[src/rtl/brkpt_pkg.sv]
// Package: shared encodings and register layout for the breakpoint unit.
// Assumes a 32-bit register port and exactly four breakpoint slots in the
// control layout (4 bits of type/length per slot starting at bit 16).
package brkpt_pkg;

    typedef enum logic [1:0] {
        KIND_FETCH = 2'b00,
        KIND_READ  = 2'b01,
        KIND_WRITE = 2'b10,
        KIND_IO    = 2'b11
    } acc_kind_e;

    typedef enum logic [1:0] {
        TYPE_FETCH = 2'b00,
        TYPE_WRITE = 2'b01,
        TYPE_IO    = 2'b10,
        TYPE_DATA  = 2'b11
    } bp_type_e;

    typedef enum logic [1:0] {
        LEN_ONE  = 2'b00,
        LEN_TWO  = 2'b01,
        LEN_RSVD = 2'b10,
        LEN_FOUR = 2'b11
    } bp_len_e;

    localparam int REG_W       = 32;
    localparam int IDX_W       = 3;
    localparam int IDX_STATUS  = 6;
    localparam int IDX_CTRL    = 7;

    localparam int CTRL_LEXACT = 8;
    localparam int CTRL_GEXACT = 9;
    localparam int CTRL_GUARD  = 13;
    localparam int CTRL_CFG_LSB = 16;
    localparam int CFG_STRIDE  = 4;

    localparam int STAT_GUARD  = 13;
    localparam int STAT_STEP   = 14;
    localparam int STAT_TTRAP  = 15;

    localparam logic [REG_W-1:0] CTRL_KEEP  = 32'hFFFF_23FF;
    localparam logic [REG_W-1:0] STAT_KEEP  = 32'h0000_E00F;
    localparam logic [REG_W-1:0] LOCAL_BITS = 32'h0000_0155;
    localparam logic [REG_W-1:0] GLOBAL_BITS = 32'h0000_02AA;

endpackage

[src/rtl/brkpt_match.sv]
// Module: one breakpoint comparator.
// Decides whether the current access touches this slot's byte window and
// is of a kind the slot watches. Purely combinational; the caller gates the
// result with the event-valid strobe. Windows do not wrap past 2^AW.
module brkpt_match
    import brkpt_pkg::*;
#(
    parameter int AW = 32
) (
    input  logic [AW-1:0] bp_addr,
    input  logic [1:0]    cfg_type,
    input  logic [1:0]    cfg_len,
    input  logic [AW-1:0] ev_addr,
    input  logic [1:0]    ev_size,
    input  logic [1:0]    ev_kind,
    output logic          hit
);

    logic [AW-1:0] win_span;
    logic [AW:0]   win_lo, win_hi, acc_lo, acc_hi;
    logic [1:0]    acc_extra;
    logic          kind_ok, overlap;

    // Window span minus one from the length field (also the ignored low bits).
    always_comb begin
        win_span = '0;
        unique case (cfg_len)
            LEN_TWO:  win_span = AW'(1);
            LEN_FOUR: win_span = AW'(3);
            default:  win_span = '0;
        endcase
    end

    // Extra bytes past the access start address from the size code.
    always_comb begin
        unique case (ev_size)
            2'b00:   acc_extra = 2'd0;
            2'b01:   acc_extra = 2'd1;
            default: acc_extra = 2'd3;
        endcase
    end

    // Inclusive byte ranges in AW+1 bits so the end never wraps.
    always_comb begin
        win_lo = {1'b0, bp_addr & ~win_span};
        win_hi = win_lo + {1'b0, win_span};
        acc_lo = {1'b0, ev_addr};
        acc_hi = acc_lo + (AW+1)'(acc_extra);
        overlap = (acc_lo <= win_hi) && (win_lo <= acc_hi);
    end

    // Access kinds accepted by the type field.
    always_comb begin
        unique case (cfg_type)
            TYPE_FETCH: kind_ok = (ev_kind == KIND_FETCH);
            TYPE_WRITE: kind_ok = (ev_kind == KIND_WRITE);
            TYPE_IO:    kind_ok = (ev_kind == KIND_IO);
            default:    kind_ok = (ev_kind == KIND_READ) || (ev_kind == KIND_WRITE);
        endcase
    end

    // Final decision: reserved length never hits, fetch needs exact byte match.
    always_comb begin
        if (cfg_len == LEN_RSVD) begin
            hit = 1'b0;
        end else if (cfg_type == TYPE_FETCH) begin
            hit = kind_ok && (cfg_len == LEN_ONE) && (ev_addr == bp_addr);
        end else begin
            hit = kind_ok && overlap;
        end
    end

endmodule

[src/rtl/brkpt_regs.sv]
// Module: register file of the breakpoint unit.
// Holds the slot addresses, the control word and the sticky status word,
// serves the indexed read/write port, applies the task-switch clear and the
// write guard, and decodes per-slot configuration for the comparators.
// Assumes hit_vld is already qualified by the event-valid strobe.
module brkpt_regs
    import brkpt_pkg::*;
#(
    parameter int NUM_BP = 4,
    parameter int DW     = REG_W,
    parameter int IW     = IDX_W
) (
    input  logic                        clk,
    input  logic                        rst_n,
    input  logic                        reg_we,
    input  logic [IW-1:0]               reg_idx,
    input  logic [DW-1:0]               reg_wdata,
    output logic [DW-1:0]               reg_rdata,
    input  logic [NUM_BP-1:0]           hit_vld,
    input  logic                        task_switch,
    input  logic                        step_strobe,
    input  logic                        ttrap_strobe,
    output logic [NUM_BP-1:0][DW-1:0]   bp_addr_o,
    output logic [NUM_BP-1:0][1:0]      cfg_type_o,
    output logic [NUM_BP-1:0][1:0]      cfg_len_o,
    output logic [NUM_BP-1:0]           en_o,
    output logic                        guard_trap_o
);

    localparam int SEL_W = (NUM_BP > 1) ? $clog2(NUM_BP) : 1;

    logic [NUM_BP-1:0][DW-1:0] bp_q;
    logic [DW-1:0] ctrl_q, ctrl_nxt;
    logic [DW-1:0] stat_q, stat_nxt;
    logic          wr_ok, guard_trap, ctrl_load, stat_load;

    // Write qualification against the guard bit.
    always_comb begin
        guard_trap = reg_we && ctrl_q[CTRL_GUARD];
        wr_ok      = reg_we && !ctrl_q[CTRL_GUARD];
        ctrl_load  = wr_ok && (reg_idx == IW'(IDX_CTRL));
        stat_load  = wr_ok && (reg_idx == IW'(IDX_STATUS));
    end

    // Breakpoint address registers, one per slot.
    genvar gi;
    generate
        for (gi = 0; gi < NUM_BP; gi++) begin : g_bp
            // Load slot address on an accepted write to its index.
            always_ff @(posedge clk) begin
                if (!rst_n) begin
                    bp_q[gi] <= '0;
                end else if (wr_ok && (reg_idx == IW'(gi))) begin
                    bp_q[gi] <= reg_wdata;
                end
            end
            assign cfg_type_o[gi] = ctrl_q[CTRL_CFG_LSB + CFG_STRIDE*gi     +: 2];
            assign cfg_len_o[gi]  = ctrl_q[CTRL_CFG_LSB + CFG_STRIDE*gi + 2 +: 2];
            assign en_o[gi]       = ctrl_q[2*gi] | ctrl_q[2*gi + 1];
        end
    endgenerate

    // Next control word: write, then guard release, then task-switch clear.
    always_comb begin
        ctrl_nxt = ctrl_q;
        if (ctrl_load) begin
            ctrl_nxt = reg_wdata & CTRL_KEEP;
        end
        if (guard_trap) begin
            ctrl_nxt[CTRL_GUARD] = 1'b0;
        end
        if (task_switch) begin
            ctrl_nxt = ctrl_nxt & ~LOCAL_BITS;
        end
    end

    // Next status word: software load, then hardware causes ORed on top.
    always_comb begin
        stat_nxt = stat_q;
        if (stat_load) begin
            stat_nxt = reg_wdata & STAT_KEEP;
        end
        stat_nxt[NUM_BP-1:0] = stat_nxt[NUM_BP-1:0] | hit_vld;
        if (guard_trap)   stat_nxt[STAT_GUARD] = 1'b1;
        if (step_strobe)  stat_nxt[STAT_STEP]  = 1'b1;
        if (ttrap_strobe) stat_nxt[STAT_TTRAP] = 1'b1;
    end

    // Control and status state.
    always_ff @(posedge clk) begin
        if (!rst_n) begin
            ctrl_q <= '0;
            stat_q <= '0;
        end else begin
            ctrl_q <= ctrl_nxt;
            stat_q <= stat_nxt;
        end
    end

    // Read mux; unmapped indices return zero.
    always_comb begin
        reg_rdata = '0;
        if (reg_idx < IW'(NUM_BP)) begin
            reg_rdata = bp_q[reg_idx[SEL_W-1:0]];
        end else if (reg_idx == IW'(IDX_STATUS)) begin
            reg_rdata = stat_q;
        end else if (reg_idx == IW'(IDX_CTRL)) begin
            reg_rdata = ctrl_q;
        end
    end

    assign bp_addr_o    = bp_q;
    assign guard_trap_o = guard_trap;


    status_sticky_chk: assert property (@(posedge clk) disable iff (!rst_n)
        !$past(stat_load) |-> ((stat_q & $past(stat_q)) == $past(stat_q)));


    task_clear_chk: assert property (@(posedge clk) disable iff (!rst_n)
        (task_switch && !reg_we) |=> (((ctrl_q & LOCAL_BITS) == '0) &&
            ((ctrl_q & GLOBAL_BITS) == ($past(ctrl_q) & GLOBAL_BITS))));


    guard_trap_chk: assert property (@(posedge clk) disable iff (!rst_n)
        (reg_we && ctrl_q[CTRL_GUARD]) |=> (stat_q[STAT_GUARD] && !ctrl_q[CTRL_GUARD] &&
            (bp_q == $past(bp_q))));


    unused_idx_chk: assert property (@(posedge clk) disable iff (!rst_n)
        (reg_we && !task_switch && ((reg_idx == IW'(4)) || (reg_idx == IW'(5)))) |=>
            ((bp_q == $past(bp_q)) && (ctrl_q == $past(ctrl_q))));

endmodule

[src/rtl/brkpt_exc.sv]
// Module: debug exception pulse generator.
// Registers one pulse for a cycle in which any enabled slot hit or a guarded
// register write was attempted. Assumes hit_vld is qualified by event valid.
module brkpt_exc #(
    parameter int NUM_BP = 4
) (
    input  logic              clk,
    input  logic              rst_n,
    input  logic [NUM_BP-1:0] hit_vld,
    input  logic [NUM_BP-1:0] en_vec,
    input  logic              guard_trap,
    output logic              dbg_exc
);

    logic exc_q;

    // One registered pulse per qualifying cycle, many hits folded to one.
    always_ff @(posedge clk) begin
        if (!rst_n) begin
            exc_q <= 1'b0;
        end else begin
            exc_q <= (|(hit_vld & en_vec)) || guard_trap;
        end
    end

    assign dbg_exc = exc_q;

endmodule

[src/rtl/brkpt_watch_unit.sv]
// Module: top of the hardware address breakpoint unit.
// Instantiates the register file, one comparator per slot and the exception
// pulse generator. Matching uses the register values present in the event
// cycle; results show in status and dbg_exc one edge later.
module brkpt_watch_unit
    import brkpt_pkg::*;
#(
    parameter int NUM_BP = 4,
    parameter int DW     = REG_W,
    parameter int IW     = IDX_W
) (
    input  logic          clk,
    input  logic          rst_n,
    input  logic          reg_we,
    input  logic [IW-1:0] reg_idx,
    input  logic [DW-1:0] reg_wdata,
    output logic [DW-1:0] reg_rdata,
    input  logic          ev_valid,
    input  logic [DW-1:0] ev_addr,
    input  logic [1:0]    ev_size,
    input  logic [1:0]    ev_kind,
    input  logic          task_switch,
    input  logic          step_strobe,
    input  logic          ttrap_strobe,
    output logic          dbg_exc
);

    logic [NUM_BP-1:0][DW-1:0] bp_addr;
    logic [NUM_BP-1:0][1:0]    cfg_type, cfg_len;
    logic [NUM_BP-1:0]         en_vec, hit_raw, hit_vld;
    logic                      guard_trap;

    brkpt_regs #(.NUM_BP(NUM_BP), .DW(DW), .IW(IW)) u_regs (
        .clk          (clk),
        .rst_n        (rst_n),
        .reg_we       (reg_we),
        .reg_idx      (reg_idx),
        .reg_wdata    (reg_wdata),
        .reg_rdata    (reg_rdata),
        .hit_vld      (hit_vld),
        .task_switch  (task_switch),
        .step_strobe  (step_strobe),
        .ttrap_strobe (ttrap_strobe),
        .bp_addr_o    (bp_addr),
        .cfg_type_o   (cfg_type),
        .cfg_len_o    (cfg_len),
        .en_o         (en_vec),
        .guard_trap_o (guard_trap)
    );

    genvar gi;
    generate
        for (gi = 0; gi < NUM_BP; gi++) begin : g_cmp
            brkpt_match #(.AW(DW)) u_match (
                .bp_addr  (bp_addr[gi]),
                .cfg_type (cfg_type[gi]),
                .cfg_len  (cfg_len[gi]),
                .ev_addr  (ev_addr),
                .ev_size  (ev_size),
                .ev_kind  (ev_kind),
                .hit      (hit_raw[gi])
            );


            rsvd_len_chk: assert property (@(posedge clk) disable iff (!rst_n)
                (cfg_len[gi] == LEN_RSVD) |-> !hit_raw[gi]);


            fetch_exact_chk: assert property (@(posedge clk) disable iff (!rst_n)
                (hit_raw[gi] && (ev_kind == KIND_FETCH)) |->
                    ((ev_addr == bp_addr[gi]) && (cfg_len[gi] == LEN_ONE)));
        end
    endgenerate

    assign hit_vld = hit_raw & {NUM_BP{ev_valid}};

    brkpt_exc #(.NUM_BP(NUM_BP)) u_exc (
        .clk        (clk),
        .rst_n      (rst_n),
        .hit_vld    (hit_vld),
        .en_vec     (en_vec),
        .guard_trap (guard_trap),
        .dbg_exc    (dbg_exc)
    );


    exc_cause_chk: assert property (@(posedge clk) disable iff (!rst_n)
        dbg_exc |-> $past(ev_valid || reg_we));


    exc_raise_chk: assert property (@(posedge clk) disable iff (!rst_n)
        (ev_valid && |(hit_raw & en_vec)) |=> dbg_exc);


    strobe_quiet_chk: assert property (@(posedge clk) disable iff (!rst_n)
        (!ev_valid && !reg_we) |=> !dbg_exc);

endmodule

[config.mk]
export PLATFORM = sky130hd
export DESIGN_NAME = brkpt_watch_unit
export DESIGN_NICKNAME = d
export VERILOG_FILES = /design/src/rtl/brkpt_pkg.sv /design/src/rtl/brkpt_match.sv /design/src/rtl/brkpt_regs.sv /design/src/rtl/brkpt_exc.sv /design/src/rtl/brkpt_watch_unit.sv
export SDC_FILE = /design/constraint.sdc
export NUM_CORES = 1
export LEC_CHECK = 0
export BUFFER_PORTS_ARGS = -buffer_cell sky130_fd_sc_hd__buf_2
export CAP_MARGIN = 20
export CORE_MARGIN = 8
export CORE_UTILIZATION = 45
export DETAILED_ROUTE_END_ITERATION = 10
export RECOVER_POWER = 100
export SYNTH_ARGS = -nofsm -noshare
export SYNTH_HDL_FRONTEND = slang
export SYNTH_SLANG_ARGS = --single-unit
[constraint.sdc]
create_clock -name clk -period 8.25 [get_ports clk]
set_input_delay 0.825 -clock clk [delete_from_list [all_inputs] [get_ports clk]]
set_output_delay 0.825 -clock clk [all_outputs]
set_load 0.005 [all_outputs]
# Word-level counts from Yosys, hierarchy flattened
# Cells that the tools add are included.
# classes
n_eq_ne	33
bitwise	16
n_reduce_logical	43
n_mul	0
n_div	0
n_mux	28
n_shift	0
addsub	5
magnitude_cmp	10
# ops
operator	count
32-bit by 33-bit less-or-equal comparator with 1-bit output	8
32-bit by 2-bit adder with 33-bit output	5
32-bit 2-to-1 mux	5
32-bit bitwise AND	4
32-bit == test	4
2-bit NOT with 32-bit output	4
32-bit binary-select mux with 2-bit select	1
2-bit == test, second input constant	14
1-bit logical AND	24
2-bit by 1-bit == test with 1-bit output, second input constant	10
2-bit logical NOT	10
2-bit case mux with 2 select lines	5
16-bit 2-to-1 mux	1
1-bit 2-to-1 mux	12
1-bit case mux with 3 select lines	4
4-bit bitwise AND	2
3-bit by 2-bit == test with 1-bit output, second input constant	2
3-bit == test, second input constant	2
2-bit nonzero test	3
1-bit bitwise OR	4
4-bit bitwise OR	1
4-bit OR reduction	1
3-bit by 1-bit == test with 1-bit output, second input constant	1
3-bit logical NOT	1
other kinds (6)	7
# totals
register_bits	168
rom_bits	0
inputBits	78
out_inout_bits	33
latch_bits	0
mem_bits_rw	0
memories	0

# Logic depth before layout (Yosys ltp)
# logic_depth
word_depth	14
mapped_depth	21
ltp_nobuf	21

# Cells and area by module
# A second synthesis with hierarchy kept.
# unflattened
hier_cells	2440
area_unflattened_um2	19626.3
# modules_own_cells
mod	seq_area_each_um2	cells_each	area_each_um2	instances
brkpt_regs	3243.1	907	8065.2	1
brkpt_match at g_cmp[1].u_match ...	0.0	373	2816.5	2
brkpt_match at g_cmp[2].u_match	0.0	394	2982.9	1
brkpt_match at g_cmp[0].u_match	0.0	385	2877.8	1
brkpt_exc	20.0	4	42.5	1
brkpt_watch_unit	0.0	4	25.0	1

# Least setup slack after synthesis
# OpenSTA, ideal clock, no wires.
# synth_timing
kind	in2reg
start	input ev_addr[1]
end	register u_exc.exc_q, in the netlist u_exc.dbg_exc
required_time_ns	8.173
stages	18
t_arrival_ns	4.593
path_buffers	1
slack_ns	3.581
cell_sequence	clkbuf_1 inv_1 fa_1 nand3b_2 or4_4 nor2_1 nand3_1 xor2_1 ha_1 nand4_1 nor2_1 a221oi_1 o21ai_0 a211o_2 a211oi_2 o31ai_1 o21bai_1 a41oi_2
# synth_between
elab_chain_len	10
# synth_lines
element	line_no	source
from (decl)	brkpt_watch_unit.sv:19	input logic [DW-1:0] ev_addr,
32-bit by 2-bit adder with 33-bit output	brkpt_match.sv:48	acc_hi = acc_lo + (AW+1)'(acc_extra);
32-bit by 33-bit less-or-equal comparator with 1-bit output	brkpt_match.sv:49	overlap = (acc_lo <= win_hi) && (win_lo <= acc_hi);
1-bit logical AND	brkpt_match.sv:49	
1-bit logical AND	brkpt_match.sv:69	hit = kind_ok && overlap;
1-bit 2-to-1 mux	brkpt_match.sv:66	end else if (cfg_type == TYPE_FETCH) begin
1-bit 2-to-1 mux	brkpt_match.sv:64	if (cfg_len == LEN_RSVD) begin
4-bit bitwise AND *	brkpt_watch_unit.sv:75	assign hit_vld = hit_raw & {NUM_BP{ev_valid}};
4-bit bitwise AND *	brkpt_exc.sv:22	exc_q <= (|(hit_vld & en_vec)) || guard_trap;
4-bit OR reduction *	brkpt_exc.sv:22	
1-bit logical OR *	brkpt_exc.sv:22	
to (signal assigned)	brkpt_exc.sv:22	
to (decl)	brkpt_exc.sv:15	logic exc_q;
# Every way passes the cells marked *; elsewhere a longest branch is shown, timed or not.
# A chain may end at the register's enable or synchronous reset.

# Worst setup path in the final report
# layout_timing
start	input reg_idx[1]
end	register u_regs.ctrl_q[25]
# layout_between
elab_chain_len	3
# layout_lines
element	line_no	source
from (decl)	brkpt_watch_unit.sv:15	input logic [IW-1:0] reg_idx,
3-bit == test	brkpt_regs.sv:41	ctrl_load = wr_ok && (reg_idx == IW'(IDX_CTRL));
1-bit logical AND	brkpt_regs.sv:41	
32-bit 2-to-1 mux	brkpt_regs.sv:66	if (ctrl_load) begin
to (signal assigned)	brkpt_regs.sv:95	ctrl_q <= ctrl_nxt;
to (decl)	brkpt_regs.sv:33	logic [DW-1:0] ctrl_q, ctrl_nxt;
# No other way between the ends.

==> results.yml <==
timing:
  timing_hold_violations_final: 0
  worst_slew_pin_slew_ns: 3.625
  fin_setup_tns_ns: 0
  skew_ns: 0.01986
  period_minus_slack_ns: 6.472
  finalSetupViolCount: 0
  max_freq_mhz: 154.5
  relSlewSlack_pct: -141.7
  maxSlewViolCount: 123
  finalCritPeriodShare_pct: 78.44
  rsz0062_at_grt: "no"
clock_network:
  clockBufferDepth: 2
  clk_latency_ns: 0.47
  ctsHoldBuffers: 0
  postCtsResizedCells: 0
  clk_pin_slew_ns: 0.08
  htree_num_levels: 4
  cts.sinks: 163
  cts_buffers: 17
  cts_root_buffer: "clkbuf_16"
  cts_setup_buffers: 0
  cts_tree: "built"
finish:
  nNetsFinal: 2519
  final_layout_size_suffix_gt1_share_pct: 8.181
  area_growth_pct: 8.685
drt:
  drc: 0
  drt_pass1_iterations: 5
  final_antenna_net_count: 0
  via_per_inst: 6.295
  wl_per_cell_microns: 28.07
  drt_iter0_markers: 1762
  wl_mm: 74.58
  via_count: 16730
synth:
  synth_cell_types: 73
  synthSimpleGateAreaFrac_pct: 22.64
  post_synth.cell_area_avg_sq_um: 7.722
  ys_warn_count: 0
  synth_fa_ha_area_share_pct: 20.35
  ys.flop_type: "dfxtp_1"
  synth_edf_count: 0
  ys_seq_area_share_pct: 19.90
  synth_top_family_by_area: "simple AND/OR/NAND/NOR gates"
  netlist_area_sq_um: 16390
  synth_area_leader_cell: "ha_1"
  synth-seq-cells: 163
  synth_area_leaders: "ha_1 (20%), dfxtp_1 (20%), nand2_1 (9.9%)"
  synthMuxAreaShare_pct: 5.701
  synth_top_area_share_pct: 20.22
  synthCells: 2123
  synth_compound_area_share_pct: 14.78
  synth-xor-area-share_pct: 11.65
  async_reset_ff_share_pct: 0
power_and_ir_drop:
  leakage_nw: 6.823
  power_mw: 2.128
  peakVddDrop_mv: 0.1487
  powerDensity_nw_per_um2: 119.4
critical_path:
  cp.required_ns: 8.63
  cp-end-kind: "flop"
  crit_family: "buffers and inverters"
  crit_buf_inv: 3
  cp_slowest_stage_delay_ns: 2.55
  crit_arrival_ns: 6.85
  start_kind: "input pin"
  crit_type: "input pin to flop"
  cp_slowest_cell: "clkbuf_1"
  crit_fanout: 40
  path_cells: "buf_2 -> clkbuf_1 -> and3_1 -> buf_4 -> and2_0 -> nand2_1 -> a21oi_1"
floorplanning:
  die_h_microns: 206.9
  rows: 70
  dieArea_sq_um: 42800
  start_util_pct: 45.21
  num_io_pins: 111
  coreArea_sq_um: 36260
  dieWidth_microns: 206.9
hold_path:
  min_path_type: "flop to flop"
global_route:
  grt_pass1_vias: 15920
  grt_max_degree: 90
  grt_usage_pct: 35.06
  antenna_found_initial: 4
  grt_pass1_wl_mm: 108.1
  grt_overflow: 0
status:
  status: "finished with violations"
  violations: "capacitance limit, slew limit"
placement:
  place.gp.congestion: 1.065
  io_buffers: 110
  dpl.hpwl_mm: 56.92
run:
  max_cap_violations: 4
-- metal layers --
metal,track usage [%],part of all wire [%]
met1,46.82,42
met2,53.59,43
met3,7.787,9.9
met4,15.67,4.5
met5,0,0.012
-- worst reg2reg max path, cell delays in order (launching register included) --
cell and delay [ns]:
dfxtp_1 0.44, a21o_1 0.24, ha_1 0.29, inv_1 0.06
ha_1 0.23, nor2b_1 0.14, o21bai_1 0.15, a21oi_1 0.10
a211o_1 0.39, a2111oi_1 1.12, o21a_1 0.21, o31ai_1 0.13
o21bai_1 0.20, a41oi_2 0.17
-- report_power, final --
group / switching [mW] / internal [mW]
Combinational: 0.301 / 0.167
Clock: 0.408 / 0.401
Sequential: 0.0485 / 0.803
-- per-stage QoR --
| stage | hold slack, ns | instances | cell area [sq um] | utilization [%] | setup WS, ns |
|---|---|---|---|---|---|
| finish | 0.4607 | 2657 | 17820 | 49.14 | 1.778 |
| global route | 0.4831 | 2656 | 17820 | 49.13 | 1.379 |
| CTS | 0.4615 | 2656 | 17880 | 49.32 | 2.564 |
| detailed placement | 0.4491 | 2624 | 17310 | 47.73 | 2.078 |
| global placement | 0.4471 | 2623 | 17300 | 47.72 | 2.221 |
| floorplan | 0.4366 | 2126 | 16410 | - | 3.581 |
-- layout make-up --
| cell class | count | area (sq um) |
|---|---|---|
| clock inverter | 14 | 148.9 |
| clock buffer | 18 | 429.2 |
| tap | 468 | 585.6 |
| timing repair buffer | 128 | 625.6 |
| fill | 3725 | 18440 |
| antenna | 1 | 2.502 |
| sequential | 163 | 3263 |
| multi-input combinational | 1752 | 12340 |
| inverter | 113 | 426.7 |
-- sequential cells by signal, summed over array words and instances (netlist names) --
signal	count
u_regs.ctrl_q	27
u_exc.dbg_exc	1
u_regs.stat_q	7
u_regs.bp_addr_o	128
-- path summary, 6_finish.rpt --
path	start	end	slack, ns	depth (start not counted)
setup / recovery	reg_idx[1]	u_regs.ctrl_q[25]$_SDFFE_PN0P_	1.78	7
hold / removal	u_regs.ctrl_q[8]$_SDFFE_PP0P_	u_regs.ctrl_q[8]$_SDFFE_PP0P_	0.46	2
setup reg to reg	u_regs.ctrl_q[27]$_SDFFE_PN0P_	u_exc.dbg_exc$_SDFF_PN0_	4.33	13
hold reg to reg	u_regs.ctrl_q[8]$_SDFFE_PP0P_	u_regs.ctrl_q[8]$_SDFFE_PP0P_	0.46	2
-- placed cells by master (no fill, tap or decap), types with 5 or more instances in the layout --
| cell type | n |
|---|---|
| nand3_1 | 67 |
| ha_1 | 265 |
| nand2b_1 | 7 |
| xnor2_1 | 110 |
| buf_2 | 77 |
| o21bai_1 | 7 |
| clkinvlp_4 | 5 |
| xor2_1 | 108 |
| and4_1 | 12 |
| nor2_1 | 72 |
| dfxtp_1 | 163 |
| inv_1 | 112 |
| nand2_1 | 433 |
| o21ai_1 | 5 |
| and2_1 | 9 |
| clkbuf_16 | 17 |
| mux2i_1 | 12 |
| nor2b_1 | 15 |
| or2_2 | 7 |
| a21oi_1 | 246 |
| buf_4 | 13 |
| a21boi_0 | 6 |
| clkbuf_1 | 39 |
| nand4_1 | 84 |
| nor3_1 | 24 |
| and3_1 | 8 |
| o22ai_1 | 8 |
| or3_1 | 5 |
| mux4_2 | 34 |
| a211oi_1 | 15 |
| a21o_1 | 30 |
| a221oi_1 | 6 |
| nor4_1 | 29 |
| o21ai_0 | 63 |
-- cell families (layout without fill, tap and decap cells) --
kind of cell / Yosys count / after routing
adder cells (fa/ha/maj): 266 / 266
multiplexers: 49 / 49
AND/OR/NAND/NOR: 793 / 793
buffers and inverters: 211 / 273
XOR/XNOR: 218 / 218
AO/OA/AOI/OAI: 422 / 422
flip-flops: 163 / 163
other: 1 / 5
-- cell usage after synthesis (all sizes together), types with 9 or more instances --
| cell | instances |
|---|---|
| and4 | 12 |
| clkbuf | 81 |
| or2 | 9 |
| nand4 | 84 |
| inv | 112 |
| nor2b | 15 |
| nor3 | 28 |
| buf | 16 |
| nand3 | 69 |
| and2 | 11 |
| a211oi | 16 |
| a21oi | 246 |
| nand2 | 434 |
| o21ai | 68 |
| xnor2 | 110 |
| a21o | 30 |
| mux4 | 35 |
| mux2i | 12 |
| ha | 265 |
| nor4 | 33 |
| dfxtp | 163 |
| xor2 | 108 |
| nor2 | 72 |
(Power assumes the default switching activity.)
